[config.mk]
export PLATFORM = sky130hd
export DESIGN_NAME = rst_sequencer
export DESIGN_NICKNAME = d
export VERILOG_FILES = /design/src/rtl/rst_seq_pkg.sv /design/src/rtl/rst_cold_sync.sv /design/src/rtl/rst_src_arb.sv /design/src/rtl/rst_hold_timer.sv /design/src/rtl/rst_keep_regs.sv /design/src/rtl/rst_sequencer.sv
export SDC_FILE = /design/constraint.sdc
export NUM_CORES = 1
export LEC_CHECK = 0
export ABC_AREA = 1
export BUFFER_PORTS_ARGS = -buffer_cell sky130_fd_sc_hd__buf_2
export CORE_MARGIN = 2
export CORE_UTILIZATION = 40
export DETAILED_ROUTE_END_ITERATION = 12
export GPL_TIMING_DRIVEN = 0
export PLACE_DENSITY_LB_ADDON = 0.2
export SYNTH_ARGS = -nofsm -noshare
export SYNTH_HDL_FRONTEND = slang
export SYNTH_SLANG_ARGS = --single-unit
[constraint.sdc]
create_clock -name clk -period 1.5 [get_ports clk]
set_input_delay 0.225 -clock clk [delete_from_list [all_inputs] [get_ports clk]]
set_output_delay 0.225 -clock clk [all_outputs]
set_load 0.01 [all_outputs]
[src/rtl/rst_seq_pkg.sv]
package rst_seq_pkg;
   localparam int CAUSE_W = 3;
   localparam logic [CAUSE_W-1:0] CAUSE_COLD = 3'b001;
   localparam logic [CAUSE_W-1:0] CAUSE_SW   = 3'b010;
   localparam logic [CAUSE_W-1:0] CAUSE_WDOG = 3'b100;
endpackage

[src/rtl/rst_cold_sync.sv]
module rst_cold_sync #(
   parameter int SYNC_STAGES = 2
) (
   input  logic clk,
   input  logic async_rst_n,
   output logic sync_rst_n
);
   generate
      if (SYNC_STAGES < 2) begin : g_bad_stages
         $error("rst_cold_sync: SYNC_STAGES must be at least 2");
      end
   endgenerate

   logic [SYNC_STAGES-1:0] chain_q;

   generate
      for (genvar i = 0; i < SYNC_STAGES; i++) begin : g_stage
         if (i == 0) begin : g_first
            always_ff @(posedge clk or negedge async_rst_n) begin
               if (!async_rst_n) chain_q[0] <= 1'b0;
               else              chain_q[0] <= 1'b1;
            end
         end else begin : g_next
            always_ff @(posedge clk or negedge async_rst_n) begin
               if (!async_rst_n) chain_q[i] <= 1'b0;
               else              chain_q[i] <= chain_q[i-1];
            end
         end
      end
   endgenerate

   assign sync_rst_n = chain_q[SYNC_STAGES-1];
endmodule

[src/rtl/rst_src_arb.sv]
module rst_src_arb
   import rst_seq_pkg::*;
(
   input  logic               busy,
   input  logic               sw_req,
   input  logic               main_sel,
   input  logic               main_stable,
   input  logic               wdog_unf,
   input  logic               wdog_rst_en,
   output logic               start,
   output logic [CAUSE_W-1:0] start_cause,
   output logic               irq_set
);
   logic sw_ok;
   logic wdog_hit;

   always_comb begin
      sw_ok       = sw_req && main_sel && main_stable;
      wdog_hit    = wdog_unf && wdog_rst_en;
      start       = !busy && (wdog_hit || sw_ok);
      start_cause = wdog_hit ? CAUSE_WDOG : CAUSE_SW;
      irq_set     = !busy && wdog_unf && !wdog_rst_en && !sw_ok;
   end
endmodule

[src/rtl/rst_hold_timer.sv]
module rst_hold_timer #(
   parameter int HOLD_CYCLES = 16
) (
   input  logic clk,
   input  logic rst_n,
   input  logic start,
   output logic active,
   output logic last
);
   generate
      if (HOLD_CYCLES < 2) begin : g_bad_hold
         $error("rst_hold_timer: HOLD_CYCLES must be at least 2");
      end
   endgenerate

   localparam int CNT_W = $clog2(HOLD_CYCLES);
   localparam logic [CNT_W-1:0] CNT_LAST = CNT_W'(HOLD_CYCLES - 1);

   logic [CNT_W-1:0] cnt_q;

   always_ff @(posedge clk or negedge rst_n) begin
      if (!rst_n) begin
         active <= 1'b1;
         cnt_q  <= '0;
      end else if (active) begin
         if (cnt_q == CNT_LAST) begin
            active <= 1'b0;
            cnt_q  <= '0;
         end else begin
            cnt_q <= cnt_q + 1'b1;
         end
      end else if (start) begin
         active <= 1'b1;
         cnt_q  <= '0;
      end
   end

   assign last = active && (cnt_q == CNT_LAST);


   hold_keep_chk: assert property (@(posedge clk) disable iff (!rst_n)
      (active && !last) |=> active);
endmodule

[src/rtl/rst_keep_regs.sv]
module rst_keep_regs
   import rst_seq_pkg::*;
#(
   parameter int RET_W = 11
) (
   input  logic               clk,
   input  logic               cold_rst_n,
   input  logic               busy,
   input  logic               wr_en,
   input  logic [RET_W-1:0]   wr_data,
   input  logic               start,
   input  logic [CAUSE_W-1:0] start_cause,
   output logic [RET_W-1:0]   ret_q,
   output logic [CAUSE_W-1:0] cause_q
);
   always_ff @(posedge clk or negedge cold_rst_n) begin
      if (!cold_rst_n) ret_q <= '0;
      else if (wr_en && !busy) ret_q <= wr_data;
   end

   always_ff @(posedge clk or negedge cold_rst_n) begin
      if (!cold_rst_n) cause_q <= CAUSE_COLD;
      else if (start)  cause_q <= start_cause;
   end


   keep_in_reset_chk: assert property (@(posedge clk) disable iff (!cold_rst_n)
      busy |=> $stable(ret_q));


   cause_onehot_chk: assert property (@(posedge clk) disable iff (!cold_rst_n)
      $countones(cause_q) == 1);
endmodule

[src/rtl/rst_sequencer.sv]
module rst_sequencer
   import rst_seq_pkg::*;
#(
   parameter int              HOLD_CYCLES  = 16,
   parameter int              SYNC_STAGES  = 2,
   parameter int              MODE_W       = 2,
   parameter int              PROT_W       = 8,
   parameter int              NUM_PINS     = 8,
   parameter int              ADDR_W       = 24,
   parameter logic [ADDR_W-1:0] RESET_VECTOR = 24'hFFFFFC,
   localparam int             RET_W        = MODE_W + 1 + PROT_W
) (
   input  logic                clk,
   input  logic                ext_rst_n,
   input  logic                sw_rst_req,
   input  logic                clk_main_sel,
   input  logic                clk_main_stable,
   input  logic                wdog_unf,
   input  logic                wdog_rst_en,
   input  logic                ret_wr_en,
   input  logic [RET_W-1:0]    ret_wr_data,
   output logic                cpu_rst_n,
   output logic                periph_rst_n,
   output logic [NUM_PINS-1:0] pin_force_in,
   output logic                vec_fetch,
   output logic [ADDR_W-1:0]   vec_addr,
   output logic                wdog_irq,
   output logic [CAUSE_W-1:0]  rst_cause,
   output logic [RET_W-1:0]    ret_q
);
   generate
      if (MODE_W < 1 || PROT_W < 1 || NUM_PINS < 1) begin : g_bad_widths
         $error("rst_sequencer: field widths and pin count must be positive");
      end
   endgenerate

   logic               cold_n;
   logic               active;
   logic               hold_last;
   logic               start;
   logic [CAUSE_W-1:0] start_cause;
   logic               irq_set;

   rst_cold_sync #(.SYNC_STAGES(SYNC_STAGES)) u_sync (
      .clk         (clk),
      .async_rst_n (ext_rst_n),
      .sync_rst_n  (cold_n)
   );

   rst_src_arb u_arb (
      .busy        (active),
      .sw_req      (sw_rst_req),
      .main_sel    (clk_main_sel),
      .main_stable (clk_main_stable),
      .wdog_unf    (wdog_unf),
      .wdog_rst_en (wdog_rst_en),
      .start       (start),
      .start_cause (start_cause),
      .irq_set     (irq_set)
   );

   rst_hold_timer #(.HOLD_CYCLES(HOLD_CYCLES)) u_hold (
      .clk    (clk),
      .rst_n  (cold_n),
      .start  (start),
      .active (active),
      .last   (hold_last)
   );

   rst_keep_regs #(.RET_W(RET_W)) u_keep (
      .clk         (clk),
      .cold_rst_n  (cold_n),
      .busy        (active),
      .wr_en       (ret_wr_en),
      .wr_data     (ret_wr_data),
      .start       (start),
      .start_cause (start_cause),
      .ret_q       (ret_q),
      .cause_q     (rst_cause)
   );

   always_ff @(posedge clk or negedge cold_n) begin
      if (!cold_n) begin
         vec_fetch <= 1'b0;
         wdog_irq  <= 1'b0;
      end else begin
         vec_fetch <= hold_last;
         wdog_irq  <= irq_set;
      end
   end

   generate
      for (genvar p = 0; p < NUM_PINS; p++) begin : g_pin
         assign pin_force_in[p] = active;
      end
   endgenerate

   assign cpu_rst_n    = !active;
   assign periph_rst_n = !active;
   assign vec_addr     = RESET_VECTOR;


   sw_gate_chk: assert property (@(posedge clk) disable iff (!cold_n)
      (!active && sw_rst_req && !(clk_main_sel && clk_main_stable) && !wdog_unf)
      |=> cpu_rst_n);


   wdog_irq_src_chk: assert property (@(posedge clk) disable iff (!cold_n)
      wdog_irq |-> $past(wdog_unf && !wdog_rst_en));


   vec_on_release_chk: assert property (@(posedge clk) disable iff (!cold_n)
      $rose(cpu_rst_n) |-> vec_fetch);


   wdog_no_rst_chk: assert property (@(posedge clk) disable iff (!cold_n)
      (!active && wdog_unf && !wdog_rst_en && !sw_rst_req) |=> cpu_rst_n);
endmodule

-- Yosys cells after proc, flatten, opt, wreduce, memory -nomap -nowiden
Cells that the tools add are included.
- add/subtract/negate cells: 1
- eq/ne operators: 1
- mux-type cells: 7
- reduce and logical (&&, ||, !) cells: 14
- operators with widths (kind ; count):
    2-to-1 mux 4 bit ; 3
    logical AND 1 bit ; 9
    adder 4 x 1 -> 4 bit, second input constant ; 1
    == test 4 bit, second input constant ; 1
    zero test 1 bit ; 3
    2-to-1 mux 1 bit ; 3
    2-to-1 mux 3 bit ; 1
    nonzero test 2 bit ; 1
    logical OR 1 bit ; 1
- register bits: 23
- output and inout bits: 50
- logic and storage cells: 31

-- Longest topological paths before layout
Gate-level depths: netlist of the first run.
- depth after elaboration: 6
- mapped depth: 6

-- Cells and area by module
From an unflattened synthesis of the first run, not the netlist that was laid out.
- cell total of the unflattened synthesis: 140
- area, all modules: 1216.2 µm²
- modules (own cells, without submodules) (module ; instances ; cells an instance ; area each (µm²)):
    rst_keep_regs ; 1 ; 61 ; 558.0
    rst_sequencer ; 1 ; 38 ; 309.0
    rst_hold_timer ; 1 ; 27 ; 237.7
    rst_src_arb ; 1 ; 11 ; 57.6
    rst_cold_sync ; 1 ; 3 ; 53.8

-- Worst setup path before layout of the first run
OpenSTA, ideal clock, no wires.
- path type: reg-to-output
- from: register u_hold.active
- to: output periph_rst_n
- arrival time: 1.001 ns
- data required time: 1.275 ns
- slack: 0.274 ns
- cell stages (with the launch flop): 4
- buffers on the path: 2
- cell sequence: dfstp_2 -> inv_2 -> buf_4 -> buf_4
- word-level cells in the longest chain between the ends: 1
- ends and longest elaborated chain (item ; line ; text):
    start, declared ; rst_hold_timer.sv:7 ; output logic active,
    start signal, assigned ; rst_hold_timer.sv:23 ; active <= 1'b1;
    start signal, assigned ; rst_hold_timer.sv:27 ; active <= 1'b0;
    start signal, assigned ; rst_hold_timer.sv:33 ; active <= 1'b1;
    zero test 1 bit ; - ;
    end, declared ; rst_sequencer.sv:23 ; output logic periph_rst_n,
Every way passes these cells.

-- Final worst setup path of the first run
- from: register u_hold.active
- to: output pin_force_in[4]
- RTL lines (item ; line ; text):
    end, declared ; rst_sequencer.sv:24 ; output logic [NUM_PINS-1:0] pin_force_in,
No word-level cell between the ends.

==> results of run 1 <==
## power breakdown
group	total, mW	internal, mW	leakage (nW)	switching (mW)
Combinational	1.61	0.851	0.677	0.756
Sequential	1.06	0.873	0.281	0.185
Clock	0.271	0.104	0.0150	0.167
## registers in the layout, summed over array words and instances (netlist names)
name / count
u_keep.ret_q: 11
u_hold.cnt_q: 4
u_keep.cause_q: 3
u_hold.active: 1
u_sync.chain_q: 1
u_sync.sync_rst_n: 1
vec_fetch: 1
wdog_irq: 1
## tightest hold or removal path, cell delays in order
cell	delay, ns
buf_2	0.08
nand3_1	0.06
nand2_1	0.06
## area by class of cell
type,count,share of cell area
Sequential cell,23,0.343
Timing Repair Buffer,53,0.206
Inverter,3,0.00964
Multi-Input combinational cell,93,0.244
Tap cell,31,0.0230
Clock buffer,4,0.0156
Buffer,35,0.159
## metrics by stage
step	worst slack [ns]	hold WS (ns)	instance area, um2	setup TNS, ns
2_1_floorplan	0.274	-0.0706	1280	0
3_3_place_gp	0.111	0.0106	1540	0
3_5_place_dp	0.0914	0.0152	1540	0
4_1_cts	0.00748	0.139	1580	0
5_1_grt	-0.0119	0.149	1690	-0.0219
6_report	0.0343	0.146	1690	0
## worst max-delay path by stage
| stage | end |
|---|---|
| after floorplan | periph_rst_n |
| after global placement | periph_rst_n |
| after detailed placement | periph_rst_n |
| after CTS | periph_rst_n |
| after global routing | pin_force_in[3] |
| final | pin_force_in[4] |
## layout by cell type (no fill, tap or decap), drive strengths merged
| cell type | netlist | routed |
|---|---|---|
| nand2 | 39 | 39 |
| ha | 1 | 1 |
| clkinv | 0 | 1 |
| o21ai | 2 | 2 |
| inv | 3 | 2 |
| conb | 2 | 25 |
| nand3 | 16 | 16 |
| dfstp | 2 | 2 |
| a21boi | 1 | 1 |
| nor2 | 2 | 2 |
| dfrtp | 21 | 21 |
| a21oi | 1 | 1 |
| and3 | 1 | 1 |
| buf | 37 | 87 |
| dlygate4sd3 | 0 | 1 |
| nand4 | 5 | 5 |
| clkbuf | 0 | 4 |
## cell families after synthesis
kind of cell	Yosys count
flip-flops	23
other	2
adder cells (fa/ha/maj)	1
AND/OR/NAND/NOR	63
buffers and inverters	40
AO/OA/AOI/OAI	4
## layer usage
metal / global-route usage / up-vias
met5: 0 / -
met3: 0.0440 / 0
met4: 0.0162 / 0
li1: - / 520
met1: 0.179 / 450
met2: 0.212 / 42
## timing repair
action,CTS,global route
pin swaps,0,0
hold endpoints to repair,2,0
cloned,0,1
setup buffers,1,6
gates resized for setup,0,15
hold buffers,1,0
endpoints found under the setup margin,2,9
==> results.txt, run 1 <==
Critical Path Sink Type: output pin
diodes inserted: 0
cell with the most instances after synthesis: nand2_1
average routed wire per standard cell: 10.5 um
beginning of the worst hold path: ret_wr_data[4]
register cell area after layout: 578 um2
clock root buffer: clkbuf_4
Num CTS Buffers: 3
antenna violations before repair: 0
buffer and inverter count on the worst path: 3
ordered list of cells on the worst path: buf_6 > buf_4 > buf_6
Overall Power: 2.94 mW
unrepaired setup endpoints after global routing: yes
final design utilization: 0.601
syn avg cell area: 9.00 um2
number of cells on the critical path: 3
area fraction in and, or, nand and nor cells after synthesis: 0.233
worst-path fanout max: 5
worst setup path startpoint: u_hold.active
Synth Area in Compound Gates: 0.0219
Slew @ Worst Pin: 0.807 ns
maximum buffer depth of the clock tree: 2
violations in the final reports: DRC
die extent in x: 58.7 um
master of the slowest instance on the critical path: dfstp_2
worst slew margin relative to its limit: 0.462
starting utilization of the core area: 0.427
max-capacitance violation count: 0
mean number of vias per cell: 4.18
register area share after synthesis: 0.483
area share of the largest cell type after synthesis: 0.439
crit share post-route: 0.977
crit-path leading delay family: flip-flops
clk slew on worst S/H paths: 0.12 ns
non-filler cells in the finished layout: 242
Multi-input gate area: 412 um2
largest net degree at the start of global routing: 22
Peak supply drop: 0.657 mV
outcome: finished with violations
Reg2Reg Setup Slack: 0.24 ns
adder-cell share of the synthesized area: 0.0104
final number of hold-violating endpoints: 0
vertical extent of the die: 58.7 um
core box area: 2810 um2
wire length on met3: 179 um
post-synthesis cell type count: 19
Reg2Reg Depth: 5
top post-synthesis cells by area: dfrtp_1, buf_4, nand2_1
Met2 Routed Length: 1.27 mm
first-iteration detailed-routing DRC count: 35
area of the die: 3450 um2
gate count of the mapped netlist: 133
minimum clock period after layout: 1.47 ns
cell occurring most often along the worst timing path: buf_6
later-pin clock latency in the skew report: 0.30 ns
number of primary I/O pins: 69
count of buffers inserted at the top-level ports: 44
Num Clock Sinks: 23
top layer reached by signal wires: met3
Remaining Overflow, GRT: 0
final setup skew: 0.00443 ns
final HPWL from detailed placement: 1.79 mm
top flip-flop cell by instance count after synthesis: dfrtp_1
final-report setup violation count: 0
xor-xnor portion of the synthesized cell area: 0
Leakage: 0.974 nW
first-pass GRT wire length: 3.53 mm
ys async rst share: 1.00
max-slew violation count: 0
delay of the slowest critical-path stage: 0.61 ns
largest area contributor in the synthesized netlist: dfrtp_1
layout filler cell count: 254
max frequency: 682 MHz
number of enable flip-flop cells after synthesis: 0
clock tree from TritonCTS: yes
dominant combinational cell family by area after synthesis: buffers and inverters
most frequent cells after synthesis: nand2_1, buf_4, dfrtp_1, nand3_1, nand4_1
routability-driven placement congestion ratio: 0.763
drt pass-1 iters: 8
origin of the critical flop-to-flop path: u_hold.active
endpoint of the worst hold path: u_keep.ret_q[4]
number of nets in the layout: 232
standard-cell rows: 19
proportion of synthesized area in mux cells: 0
ratio of cells with drive above 1 in the final layout: 0.460
placed cell count: 231
area growth from synthesis to layout: 40.9%
WS Path Type: flip-flop to output pin
# H-tree levels: 1
netlist area before placement: 1200 um2
number of global-route vias before repair: 823
worst r2r dst: wdog_irq
flip-flop and latch count after synthesis: 23
final antenna-violating net count: 0
P per Cell Area: 1740 nW/um2
cell depth of the worst min-delay path: 3
path category of the worst min-delay check: input pin to flip-flop
kind of start point of the critical path: flip-flop
Detailed Route WL: 2.53 mm
combined global-route utilization of all metal layers: 0.132
overall via count from detail_route: 1012
WP data required: 1.27 ns
Post-route DRC: 4
wire length on met1: 1.08 mm
Crit path arrival time: 1.24 ns
number of warnings issued by yosys: 0
(Power assumes the default switching activity.)
==> run 2: changes to the inputs <==
==> constraint.sdc (replaced) <==
create_clock -name clk -period 1.5 [get_ports clk]
set_input_delay 0.3 -clock clk [delete_from_list [all_inputs] [get_ports clk]]
set_output_delay 0.3 -clock clk [all_outputs]
set_load 0.01 [all_outputs]
==> results.txt, run 2 (synthesized netlist as in run 1, its figures left out) <==
highest-count cells in the layout ignoring fill and taps: nand2_1, buf_2, buf_4
average routed wire per standard cell: 10.5 um
clock tree from TritonCTS: yes
Peak supply drop: 0.658 mV
minimum clock period after layout: 1.55 ns
Remaining Overflow, GRT: 0
later-pin clock latency in the skew report: 0.30 ns
Num CTS Buffers: 3
number of primary I/O pins: 69
unrepaired setup endpoints after global routing: yes
routability-driven placement congestion ratio: 0.763
max-slew violation count: 0
Detailed Route WL: 2.57 mm
final design utilization: 0.614
kind of start point of the critical path: flip-flop
# H-tree levels: 1
mean number of vias per cell: 4.21
Num Clock Sinks: 23
drt pass-1 iters: 8
diodes inserted: 0
buffer and inverter count on the worst path: 3
crit-path leading delay family: flip-flops
cell occurring most often along the worst timing path: buf_6
number of nets in the layout: 234
Reg2Reg Setup Slack: 0.20 ns
worst slew margin relative to its limit: 0.476
clk slew on worst S/H paths: 0.12 ns
final number of hold-violating endpoints: 0
max frequency: 646 MHz
path category of the worst min-delay check: input pin to flip-flop
placed cell count: 231
vertical extent of the die: 58.7 um
worst-path fanout max: 5
flip-flop count of the largest register after layout: 11
clock root buffer: clkbuf_4
area growth from synthesis to layout: 43.9%
standard-cell rows: 19
max-capacitance violation count: 0
first-pass GRT wire length: 3.60 mm
leading registers by flop count: u_keep.ret_q x11, u_hold.cnt_q x4, u_keep.cause_q x3
antenna violations before repair: 0
outcome: finished with violations
P per Cell Area: 1770 nW/um2
final antenna-violating net count: 0
final HPWL from detailed placement: 1.79 mm
final setup skew: 0.00515 ns
Post-route DRC: 4
WP data required: 1.20 ns
die extent in x: 58.7 um
Leakage: 0.993 nW
non-filler cells in the finished layout: 244
first-iteration detailed-routing DRC count: 43
Critical Path Sink Type: output pin
area of the die: 3450 um2
count of buffers inserted at the top-level ports: 44
combined global-route utilization of all metal layers: 0.134
largest net degree at the start of global routing: 22
master of the slowest instance on the critical path: dfstp_2
core box area: 2810 um2
ordered list of cells on the worst path: buf_6 > buf_4 > buf_6
ratio of cells with drive above 1 in the final layout: 0.465
top register by number of flip-flops: u_keep.ret_q
crit share post-route: 1.03
violations in the final reports: DRC, setup timing
number of global-route vias before repair: 839
Slew @ Worst Pin: 0.786 ns
WS Path Type: flip-flop to output pin
overall via count from detail_route: 1027
maximum buffer depth of the clock tree: 2
delay of the slowest critical-path stage: 0.62 ns
Crit path arrival time: 1.25 ns
setup slack after layout: -0.0476 ns
final-report setup violation count: 9
starting utilization of the core area: 0.427
[run 2: changes by cell type in the layout (fill, tap and decap cells not counted)]
cell	previous run	this run
buf_2	37	36
buf_6	12	17
buf_4	38	36
[run 2: power by group]
group | total [mW] | leakage [nW] | internal (mW) | switching, mW
clock | 0.270 | 0.0150 | 0.104 | 0.166
combinational | 1.71 | 0.696 | 0.927 | 0.784
sequential | 1.06 | 0.281 | 0.873 | 0.187
[run 2: area by class of cell]
| type | instances | area [um2] |
|---|---|---|
| plain buffers | 36 | 290 |
| clock buffers | 4 | 26.3 |
| fillers | 244 | 1080 |
| inverters | 3 | 16.3 |
| multi-input cells | 93 | 412 |
| flip-flops and latches | 23 | 578 |
| well taps | 31 | 38.8 |
| repair buffers | 54 | 362 |
[run 2: worst paths after layout]
kind / to / start / cells after the start
min: u_keep.ret_q[6] / ret_wr_data[6] / 3
min reg2reg: u_keep.cause_q[1] / u_sync.sync_rst_n / 0
max: pin_force_in[3] / u_hold.active / 3
max reg2reg: wdog_irq / u_hold.active / 5
max in group asynchronous: vec_fetch / u_sync.sync_rst_n / 0
min in group asynchronous: u_sync.sync_rst_n / ext_rst_n / 2
[run 2: worst min-delay path, cell delays in order]
cell     delay [ns]
buf_2          0.07
nand3_1        0.06
nand2_1        0.06
[run 2: metrics by stage]
stage                     hold WS (ns)  power (mW)  setup TNS [ns]  setup slack [ns]  area (um2)
after global placement          0.0856        2.33               0            0.0362        1540
final                            0.221        3.04          -0.342           -0.0476        1720
after floorplan                0.00441        1.92               0             0.199        1280
after detailed placement        0.0902        2.37               0            0.0164        1540
after global routing             0.223        3.28          -0.687           -0.0910        1720
after CTS                        0.214        2.82          -0.191           -0.0370        1640
[run 2: what timing repair did]
action / CTS / global route
hold buffers: 1 / 0
endpoints found under the setup margin: 10 / 9
hold endpoints to repair: 2 / 0
pin swaps: 0 / 0
resized for setup: 17 / 10
buffers inserted: 2 / 6
gates cloned: 0 / 1
[run 2: routing by layer]
metal | track usage | vias up | routed length [um]
met2 | 0.220 | 43 | 1310
met5 | 0 | - | 0
li1 | - | 525 | -
met3 | 0.0440 | 0 | 180
met4 | 0.0162 | 0 | 0
met1 | 0.180 | 459 | 1080
==> run 3: changes to the inputs <==
==> constraint.sdc (replaced) <==
create_clock -name clk -period 1.5 [get_ports clk]
set_input_delay 0.45 -clock clk [delete_from_list [all_inputs] [get_ports clk]]
set_output_delay 0.45 -clock clk [all_outputs]
set_load 0.01 [all_outputs]
==> results.txt, run 3 (synthesized netlist as in run 1, its figures left out) <==
outcome: finished with violations
violations in the final reports: DRC, setup timing
vertical extent of the die: 58.7 um
worst slew margin relative to its limit: 0.476
unrepaired setup endpoints after global routing: yes
register cell area after layout: 578 um2
flip-flop count of the largest register after layout: 11
area growth from synthesis to layout: 43.9%
number of global-route vias before repair: 839
clock root buffer: clkbuf_4
starting utilization of the core area: 0.427
Reg2Reg Setup Slack: 0.20 ns
top register by number of flip-flops: u_keep.ret_q
Num Clock Sinks: 23
Detailed Route WL: 2.57 mm
minimum clock period after layout: 1.70 ns
final-report setup violation count: 10
max frequency: 589 MHz
WP data required: 1.05 ns
maximum buffer depth of the clock tree: 2
overall via count from detail_route: 1027
# H-tree levels: 1
Multi-input gate area: 412 um2
Post-route DRC: 4
worst r2r dst: wdog_irq
number of primary I/O pins: 69
Critical Path Sink Type: output pin
drt pass-1 iters: 8
later-pin clock latency in the skew report: 0.30 ns
clk slew on worst S/H paths: 0.12 ns
diodes inserted: 0
standard-cell rows: 19
largest net degree at the start of global routing: 22
clock tree from TritonCTS: yes
core box area: 2810 um2
die extent in x: 58.7 um
count of buffers inserted at the top-level ports: 44
Worst Hold Slack: 0.334 ns
first-iteration detailed-routing DRC count: 43
worst-path fanout max: 5
final setup skew: 0.00515 ns
combined global-route utilization of all metal layers: 0.134
final HPWL from detailed placement: 1.79 mm
crit share post-route: 1.13
kind of start point of the critical path: flip-flop
antenna violations before repair: 0
path category of the worst min-delay check: flip-flop to asynchronous set/reset pin
Reg2Reg Depth: 5
setup_tns: -1.80 ns
first-pass GRT wire length: 3.60 mm
routability-driven placement congestion ratio: 0.763
ratio of cells with drive above 1 in the final layout: 0.465
origin of the critical flop-to-flop path: u_hold.active
final design utilization: 0.614
final number of hold-violating endpoints: 0
average routed wire per standard cell: 10.5 um
P per Cell Area: 1770 nW/um2
Remaining Overflow, GRT: 0
leading registers by flop count: u_keep.ret_q x11, u_hold.cnt_q x4, u_keep.cause_q x3
number of nets in the layout: 234
Leakage: 0.993 nW
WS Path Type: flip-flop to output pin
Num CTS Buffers: 3
setup slack after layout: -0.198 ns
max-capacitance violation count: 0
highest-count cells in the layout ignoring fill and taps: nand2_1, buf_2, buf_4
mean number of vias per cell: 4.21
final antenna-violating net count: 0
max-slew violation count: 0
Crit path arrival time: 1.25 ns
Slew @ Worst Pin: 0.786 ns
layout filler cell count: 244
area of the die: 3450 um2
Peak supply drop: 0.658 mV
[run 3: cell counts in the layout (fill, tap and decap cells not counted)]
No cell type changed its count.
[run 3: area by class of cell]
type,count,share of cell area
flip-flops and latches,23,0.336
multi-input cells,93,0.239
repair buffers,54,0.210
plain buffers,36,0.168
well taps,31,0.0225
clock buffers,4,0.0153
inverters,3,0.00944
[run 3: worst max path at each step]
stage | endpoint | from | cells after the start | slack [ns]
final | pin_force_in[3] | u_hold.active | 3 | -0.20
after CTS | periph_rst_n | u_hold.active | 3 | -0.19
after global placement | periph_rst_n | u_hold.active | 4 | -0.11
after floorplan | periph_rst_n | u_hold.active | 3 | 0.05
after detailed placement | periph_rst_n | u_hold.active | 4 | -0.13
after global routing | pin_force_in[3] | u_hold.active | 3 | -0.24
[run 3: critical path, cell delays in order, from the launching register on]
cell and delay, ns:
dfstp_2 0.62, buf_6 0.14, buf_4 0.10, buf_6 0.09
[run 3: per-stage QoR]
stage               power, mW  area (um2)  setup slack, ns  std cells
floorplan                1.92        1280           0.0495        156
global placement         2.33        1540           -0.114        231
detailed placement       2.37        1540           -0.134        231
CTS                      2.82        1640           -0.187        237
global route             3.28        1720           -0.241        244
finish                   3.04        1720           -0.198        244
[run 3: layer usage]
layer | global-route usage | routed length, um | vias up
met5 | 0 | 0 | -
met4 | 0.0162 | 0 | 0
met3 | 0.0440 | 180 | 0
met2 | 0.220 | 1310 | 43
met1 | 0.180 | 1080 | 459
li1 | - | - | 525
[run 3: where the power goes]
part           internal (mW)  switching (mW)  total, mW
Sequential             0.873           0.187       1.06
Combinational          0.927           0.784       1.71
Clock                  0.104           0.166      0.270
Total                   1.90            1.14       3.04
[run 3: what timing repair did]
| action | in CTS | in global routing |
|---|---|---|
| hold buffers | 1 | 0 |
| resized for setup | 17 | 10 |
| hold endpoints to repair | 2 | 0 |
| buffers inserted | 2 | 6 |
| gates cloned | 0 | 1 |
| endpoints found under the setup margin | 10 | 10 |
